===== src/rtl/adcseq_pkg.sv =====
package adcseq_pkg;
  localparam int ADDR_W  = 8;
  localparam int DATA_W  = 16;
  localparam int FRAME_W = ADDR_W + DATA_W;
  localparam int P1_LEN  = 5;
  localparam int IDX_W   = $clog2(P1_LEN);

  typedef enum logic [3:0] {
    ST_OFF, ST_CLK, ST_RST, ST_GO, ST_SHIFT, ST_GAP, ST_TRIG, ST_WAIT, ST_DONE
  } seq_state_t;

  // Frame list: phase one is a fixed ordered table, phase two a single word.
  function automatic logic [FRAME_W-1:0] list_word(input logic ph2,
                                                   input logic [IDX_W-1:0] idx,
                                                   input logic [DATA_W-1:0] nrm);
    logic [FRAME_W-1:0] w;
    if (ph2) begin
      w = {8'h02, nrm};
    end else begin
      case (idx)
        3'd0:    w = {8'h0A, 16'h3000};
        3'd1:    w = {8'h02, 16'h4100};
        3'd2:    w = {8'h03, 16'h0000};
        3'd3:    w = {8'h04, 16'h0000};
        default: w = {8'h01, 16'h0000};
      endcase
    end
    return w;
  endfunction
endpackage


===== src/rtl/adcseq_timer.sv =====
module adcseq_timer #(
  parameter int N = 4
) (
  input  logic clk,
  input  logic rst_n,
  input  logic run,
  output logic expire
);
  localparam int W = $clog2(N + 1);
  logic [W-1:0] cnt;

  always_ff @(posedge clk) begin
    if (!rst_n || !run) cnt <= '0;
    else                cnt <= cnt + 1'b1;
  end

  assign expire = run && (cnt == W'(N - 1));

  // a running window never counts past its limit
  a_r2_count_bounded: assert property (@(posedge clk) disable iff (!rst_n)
    run && $past(run) |-> (cnt != '0) || $past(expire));
endmodule


===== src/rtl/adcseq_spi_ser.sv =====
module adcseq_spi_ser
  import adcseq_pkg::*;
#(
  parameter int SCLK_HALF = 4
) (
  input  logic               clk,
  input  logic               rst_n,
  input  logic               clear,
  input  logic               start,
  input  logic [FRAME_W-1:0] frame,
  output logic               csn,
  output logic               sclk,
  output logic               mosi,
  output logic               done
);
  localparam int DIV_W = (SCLK_HALF > 1) ? $clog2(SCLK_HALF) : 1;
  localparam int BIT_W = $clog2(FRAME_W);

  logic               active;
  logic [FRAME_W-1:0] shreg;
  logic [BIT_W-1:0]   bitcnt;
  logic               half_end;

  generate
    if (SCLK_HALF > 1) begin : g_div
      logic [DIV_W-1:0] div;
      always_ff @(posedge clk) begin
        if (!rst_n || clear || !active || half_end) div <= '0;
        else                                        div <= div + 1'b1;
      end
      assign half_end = active && (div == DIV_W'(SCLK_HALF - 1));
    end else begin : g_nodiv
      assign half_end = active;
    end
  endgenerate

  always_ff @(posedge clk) begin
    if (!rst_n || clear) begin
      active <= 1'b0;
      sclk   <= 1'b0;
      shreg  <= '0;
      bitcnt <= '0;
      done   <= 1'b0;
    end else begin
      done <= 1'b0;
      if (!active) begin
        if (start) begin
          active <= 1'b1;
          shreg  <= frame;
          bitcnt <= '0;
          sclk   <= 1'b0;
        end
      end else if (half_end) begin
        if (!sclk) begin
          sclk <= 1'b1;
        end else begin
          sclk <= 1'b0;
          if (bitcnt == BIT_W'(FRAME_W - 1)) begin
            active <= 1'b0;
            done   <= 1'b1;
          end else begin
            bitcnt <= bitcnt + 1'b1;
            shreg  <= {shreg[FRAME_W-2:0], 1'b0};
          end
        end
      end
    end
  end

  assign csn  = !active;
  assign mosi = shreg[FRAME_W-1];

  // serial clock idles low whenever the frame is not selected
  a_r3_sclk_idle_low: assert property (@(posedge clk) disable iff (!rst_n)
    csn |-> !sclk);
  // data does not move while the serial clock is high
  a_r3_mosi_stable_high: assert property (@(posedge clk) disable iff (!rst_n)
    sclk && $past(sclk) |-> $stable(mosi));
  // completion only follows a selected frame
  a_r3_done_after_frame: assert property (@(posedge clk) disable iff (!rst_n)
    done |-> $past(!csn) && csn);
endmodule


===== src/rtl/adc_bringup_seq.sv =====
module adc_bringup_seq
  import adcseq_pkg::*;
#(
  parameter int          CLKS_PER_MS = 100000,
  parameter int          PULSE_MS    = 10,
  parameter int          SCLK_HALF   = 4,
  parameter int          GAP_CYCLES  = 8,
  parameter logic [15:0] NORMAL_WORD = 16'h0000
) (
  input  logic clk,
  input  logic rst_n,
  input  logic restart,
  input  logic align_done,
  output logic samp_clk_en,
  output logic adc_reset,
  output logic adc_trig,
  output logic adc_pdn,
  output logic spi_csn,
  output logic spi_sclk,
  output logic spi_mosi,
  output logic pattern_ready,
  output logic normal_ready,
  output logic busy
);
  localparam int PULSE_CYC = CLKS_PER_MS * PULSE_MS;

  seq_state_t       st;
  logic [IDX_W-1:0] idx;
  logic             ph2;
  logic             pulse_exp, gap_exp, ser_done;

  adcseq_timer #(.N(PULSE_CYC)) u_pulse_tmr (
    .clk(clk), .rst_n(rst_n),
    .run((st == ST_RST) || (st == ST_TRIG)), .expire(pulse_exp));

  adcseq_timer #(.N(GAP_CYCLES)) u_gap_tmr (
    .clk(clk), .rst_n(rst_n), .run(st == ST_GAP), .expire(gap_exp));

  adcseq_spi_ser #(.SCLK_HALF(SCLK_HALF)) u_ser (
    .clk(clk), .rst_n(rst_n), .clear(restart), .start(st == ST_GO),
    .frame(list_word(ph2, idx, NORMAL_WORD)),
    .csn(spi_csn), .sclk(spi_sclk), .mosi(spi_mosi), .done(ser_done));

  always_ff @(posedge clk) begin
    if (!rst_n || restart) begin
      st  <= ST_OFF;
      idx <= '0;
      ph2 <= 1'b0;
    end else begin
      unique case (st)
        ST_OFF:   st <= ST_CLK;
        ST_CLK:   st <= ST_RST;
        ST_RST:   if (pulse_exp) st <= ST_GO;
        ST_GO:    st <= ST_SHIFT;
        ST_SHIFT: if (ser_done) st <= ST_GAP;
        ST_GAP: if (gap_exp) begin
          if (ph2) begin
            st <= ST_DONE;
          end else if (idx == IDX_W'(P1_LEN - 1)) begin
            idx <= '0;
            st  <= ST_TRIG;
          end else begin
            idx <= idx + 1'b1;
            st  <= ST_GO;
          end
        end
        ST_TRIG:  if (pulse_exp) st <= ST_WAIT;
        ST_WAIT: if (align_done) begin
          ph2 <= 1'b1;
          st  <= ST_GO;
        end
        ST_DONE:  st <= ST_DONE;
        default:  st <= ST_OFF;
      endcase
    end
  end

  assign samp_clk_en   = (st != ST_OFF);
  assign adc_reset     = (st == ST_RST);
  assign adc_trig      = (st == ST_TRIG);
  assign adc_pdn       = 1'b0;
  assign pattern_ready = (st == ST_WAIT);
  assign normal_ready  = (st == ST_DONE);
  assign busy          = !(pattern_ready || normal_ready);

  // the sampling clock is already running when reset is pulsed
  a_r1_clk_before_reset: assert property (@(posedge clk) disable iff (!rst_n)
    $rose(adc_reset) |-> samp_clk_en && $past(samp_clk_en));
  // no frame is in flight while the converter is held in reset
  a_r4_no_frame_in_reset: assert property (@(posedge clk) disable iff (!rst_n)
    adc_reset |-> spi_csn);
  // trigger never overlaps a frame
  a_r5_trig_outside_frame: assert property (@(posedge clk) disable iff (!rst_n)
    adc_trig |-> spi_csn);
  // pattern-ready only follows the trigger pulse
  a_r5_ready_after_trig: assert property (@(posedge clk) disable iff (!rst_n)
    $rose(pattern_ready) |-> $past(adc_trig));
  // a trigger never follows a reported pattern-ready
  a_r7_no_second_trig: assert property (@(posedge clk) disable iff (!rst_n)
    $rose(adc_trig) |-> !$past(pattern_ready));
  // normal-ready rises with the serial link idle
  a_r8_normal_link_idle: assert property (@(posedge clk) disable iff (!rst_n)
    $rose(normal_ready) |-> spi_csn && $past(spi_csn));
  // restart idles every converter control in the next cycle
  a_r10_restart_idles: assert property (@(posedge clk) disable iff (!rst_n)
    restart |=> spi_csn && !samp_clk_en && !adc_reset && !adc_trig);
endmodule


===== config.mk =====
export PLATFORM = sky130hd
export DESIGN_NAME = adc_bringup_seq
export DESIGN_NICKNAME = d
export VERILOG_FILES = /design/src/rtl/adcseq_pkg.sv /design/src/rtl/adcseq_timer.sv /design/src/rtl/adcseq_spi_ser.sv /design/src/rtl/adc_bringup_seq.sv
export SDC_FILE = /design/constraint.sdc
export NUM_CORES = 1
export LEC_CHECK = 0
export ABC_AREA = 1
export ABC_CLOCK_PERIOD_IN_PS = 1840
export BUFFER_PORTS_ARGS = -buffer_cell sky130_fd_sc_hd__buf_2
export CORE_ASPECT_RATIO = 0.5
export CORE_MARGIN = 1
export CORE_UTILIZATION = 40
export DETAILED_ROUTE_END_ITERATION = 12
export SKIP_CTS_REPAIR_TIMING = 1
export SYNTH_ARGS = -nofsm -noshare
export SYNTH_HDL_FRONTEND = slang
export SYNTH_HIERARCHICAL = 1
export SYNTH_SLANG_ARGS = --single-unit

===== constraint.sdc =====
create_clock -name clk -period 1.84 [get_ports clk]
set_input_delay 0.092 -clock clk [delete_from_list [all_inputs] [get_ports clk]]
set_output_delay 0.092 -clock clk [all_outputs]
set_load 0.1 [all_outputs]

==> impl_metrics.toml <==
[yosys]
seq_area_frac_synth_pct = 36.8
syn_inst = 465
synth_enable_flop_cells = 0
synth_area_sq_mm = 0.00359
synth_ff_type = "dfxtp_1"
ys_async_sr_fraction_pct = 0
synth.distinct_cells = 38
yosys_register_bits = 66
synth_top_cells_by_area = "dfxtp_1, nand3_1, nand2_1, nor2_1, mux2i_1"
synth.avg_cell_area_sq_um = 7.72
synth.most_common_cell = "nand2_1"
synth_largest_area_cell = "dfxtp_1"
yosys.area.top_type_share_pct = 36.8
ys_warn_count = 6
yosys-top-cells-count = "nand2_1, dfxtp_1, nor2_1"

[cells_and_area]
areaGrowthSynthToFinish_pct = 16.2
finalNetCount = 512
antenna_cells = 0
postLayoutCellArea_sq_mm = 0.00417
drive_gt1_share_pct = 20.4
utilization_pct = 47.9

[worst_setup_path]
worstPathRequired_ns = 1.75
rrSetupSlack_ns = 0.13
worst_setup_path_start_kind = "flip-flop"
worstReg2RegEnd = "st[1]"
worstPathArrival_ns = 1.65
max_stage_delay_ns = 0.44
end_kind = "output port"
reg2regPathDepth = 11
r2r_start = "u_pulse_tmr/cnt[1]"
crit_type = "flip-flop to output port"
cpLargestDelayFamily = "buffers and inverters"
crit_path_max_fanout = 5
path_cells = "nor2_1 > nand3_1 > inv_1 > buf_2"
critPathSlowestCell = "buf_2"
path_buf_inv = 2

[power]
power_mw = 3.39
p_sw_share_pct = 20.8
p_sw_mw = 0.706
seqPwrFrac_pct = 42.5
vdd_drop_max_uv = 485
p_comb_share_pct = 3.7
internal_power_mw = 2.68
p_per_area_mw_per_mm2 = 812
leakage_nw = 1.62
clock_power_share_pct = 53.8

[die]
start_util_pct = 41.2
core_sq_mm = 0.00871
pin_count = 14
die_w_um = 136
die_height_um = 69
num_rows = 24
die_area_sq_mm = 0.00938

[sta]
period_needed_ns = 1.74
setup_viol = 0
hold-worst-slack_ns = 0.0316
skew_ns = 0.00603
finalMaxSlewViolations = 0
hold_violations = 0
clock.fmax_mhz = 576
layout_worst_path_cycle_share_pct = 94.4

[grt]
antenna_found_initial = 0
grt_pass1_wl_um = 12100
grt_max_degree = 28
globalRouteTotalUtil_pct = 16.3
grt_pass1_vias = 2724
grt_overflow = 0

[detailed_routing]
via_per_inst = 4.74
remaining_drc_errors = 0
finalWirelength_um = 6960
wl_per_cell_um = 11.2
first_iter_violations = 139
dr.pass1.iters = 4
ant_nets = 0
vias = 2941

[min_path]
holdPathStages = 3
hp-start = "align_done"
min_path_type = "primary input to flip-flop"
min_to = "ph2"

[clocking]
h-tree-depth = 3
cts.path.max_buffers = 2
cts_inserted_buffers = 9
tritoncts = "yes"
cts_sinks = 66
cts.clk_slew.worst_paths_ns = 0.05
cts_root_buffer = "clkbuf_16"
clkLatencyLatePin_ns = 0.33

[placed_design]
place_area_sq_mm = 0.00382
dp_hpwl_um = 4930
io_buffers = 12
routabilityCongestion = 0.853

[run]
cap_violations = 0

[status]
outcome = "finished, final reports clean"
[final cells by class]
| cell class | count | area (sq um) |
|---|---|---|
| timing repair buffer | 20 | 120 |
| clock buffer | 11 | 243 |
| fill | 895 | 4530 |
| tap | 117 | 146 |
| inverter | 58 | 221 |
| multi-input combinational | 344 | 2040 |
| clock inverter | 5 | 77.6 |
| sequential | 66 | 1330 |
[power groups by stage]
stage	logic (mW)	registers [mW]	clock network, mW
3_5_place_dp	0.124	1.47	0
3_3_place_gp	0.125	1.47	0
2_1_floorplan	0.100	1.47	0
5_1_grt	0.139	1.44	1.92
6_report	0.125	1.44	1.82
4_1_cts	0.125	1.44	1.87
[registers in the layout, summed over array words and instances (netlist names)]
signal and flops:
u_ser/shreg 24, u_pulse_tmr/cnt 20, u_ser/bitcnt 5, st 4, u_gap_tmr/cnt 4, idx 3, u_ser/g_div.div 2, ph2 1
u_ser/active 1, u_ser/done 1, u_ser/sclk 1
[cells in the final DEF, fill, tap and decap left out, types with 2 or more instances in the layout]
master | synthesis | layout
a21boi_0 | 2 | 2
a21oi_1 | 22 | 22
buf_2 | 3 | 12
buf_4 | 2 | 8
bufinv_16 | 0 | 2
clkbuf_16 | 0 | 9
clkinv_2 | 1 | 3
conb_1 | 1 | 17
dfxtp_1 | 66 | 63
dfxtp_2 | 0 | 3
ha_1 | 9 | 8
inv_1 | 53 | 53
inv_2 | 3 | 3
mux2i_1 | 21 | 21
nand2_1 | 71 | 70
nand2_2 | 5 | 6
nand2_4 | 5 | 5
nand3_1 | 55 | 55
nand3_4 | 3 | 4
nand4_1 | 9 | 9
nor2_1 | 58 | 53
nor2_2 | 7 | 8
nor2_4 | 4 | 8
nor2_8 | 2 | 2
nor3_1 | 2 | 2
o21a_1 | 2 | 2
o21ai_0 | 16 | 16
o21ai_1 | 4 | 4
o21ai_2 | 20 | 20
[worst max-delay path by stage]
stage | slack, ns | end | from | cells after the start
floorplan | 0.03 | u_ser/shreg[16] | u_ser/sclk | 6
global placement | 0.07 | st[2] | u_pulse_tmr/cnt[0] | 11
detailed placement | 0.05 | st[2] | u_pulse_tmr/cnt[0] | 11
CTS | 0.02 | st[2] | u_pulse_tmr/cnt[0] | 11
global route | -0.001 | st[2] | u_pulse_tmr/cnt[1] | 11
finish | 0.10 | normal_ready | st[0] | 4
[routing by layer]
metal	part of all wire (%)	global-route usage, %	vias to the layer above
met4	1.3	5.93	0
met2	43	25.7	35
met3	3.1	4.64	8
met1	52	21.1	1322
li1	-	-	1576
met5	0	0	-
[tightest hold or removal path: stages]
cell,delay [ns]
buf_2,0.11
nand2_1,0.06
a21oi_1,0.05
[metrics by stage]
stage | setup slack (ns) | std cells | TNS [ns]
floorplan | 0.0299 | 481 | 0
global placement | 0.0703 | 605 | 0
detailed placement | 0.0494 | 605 | 0
CTS | 0.0230 | 621 | 0
global route | -0.00148 | 621 | -0.00148
finish | 0.102 | 621 | 0
[cells by family after synthesis]
family,Yosys count,synth area share [%]
simple gates,229,32.8
buf+inv,71,9.30
compound gates,67,11.8
flops,66,36.8
mux,21,5.85
fa+ha+maj,9,3.14
other cells,1,0.104
xor+xnor,1,0.244
Note: power is estimated with default switching activity, not from simulation.
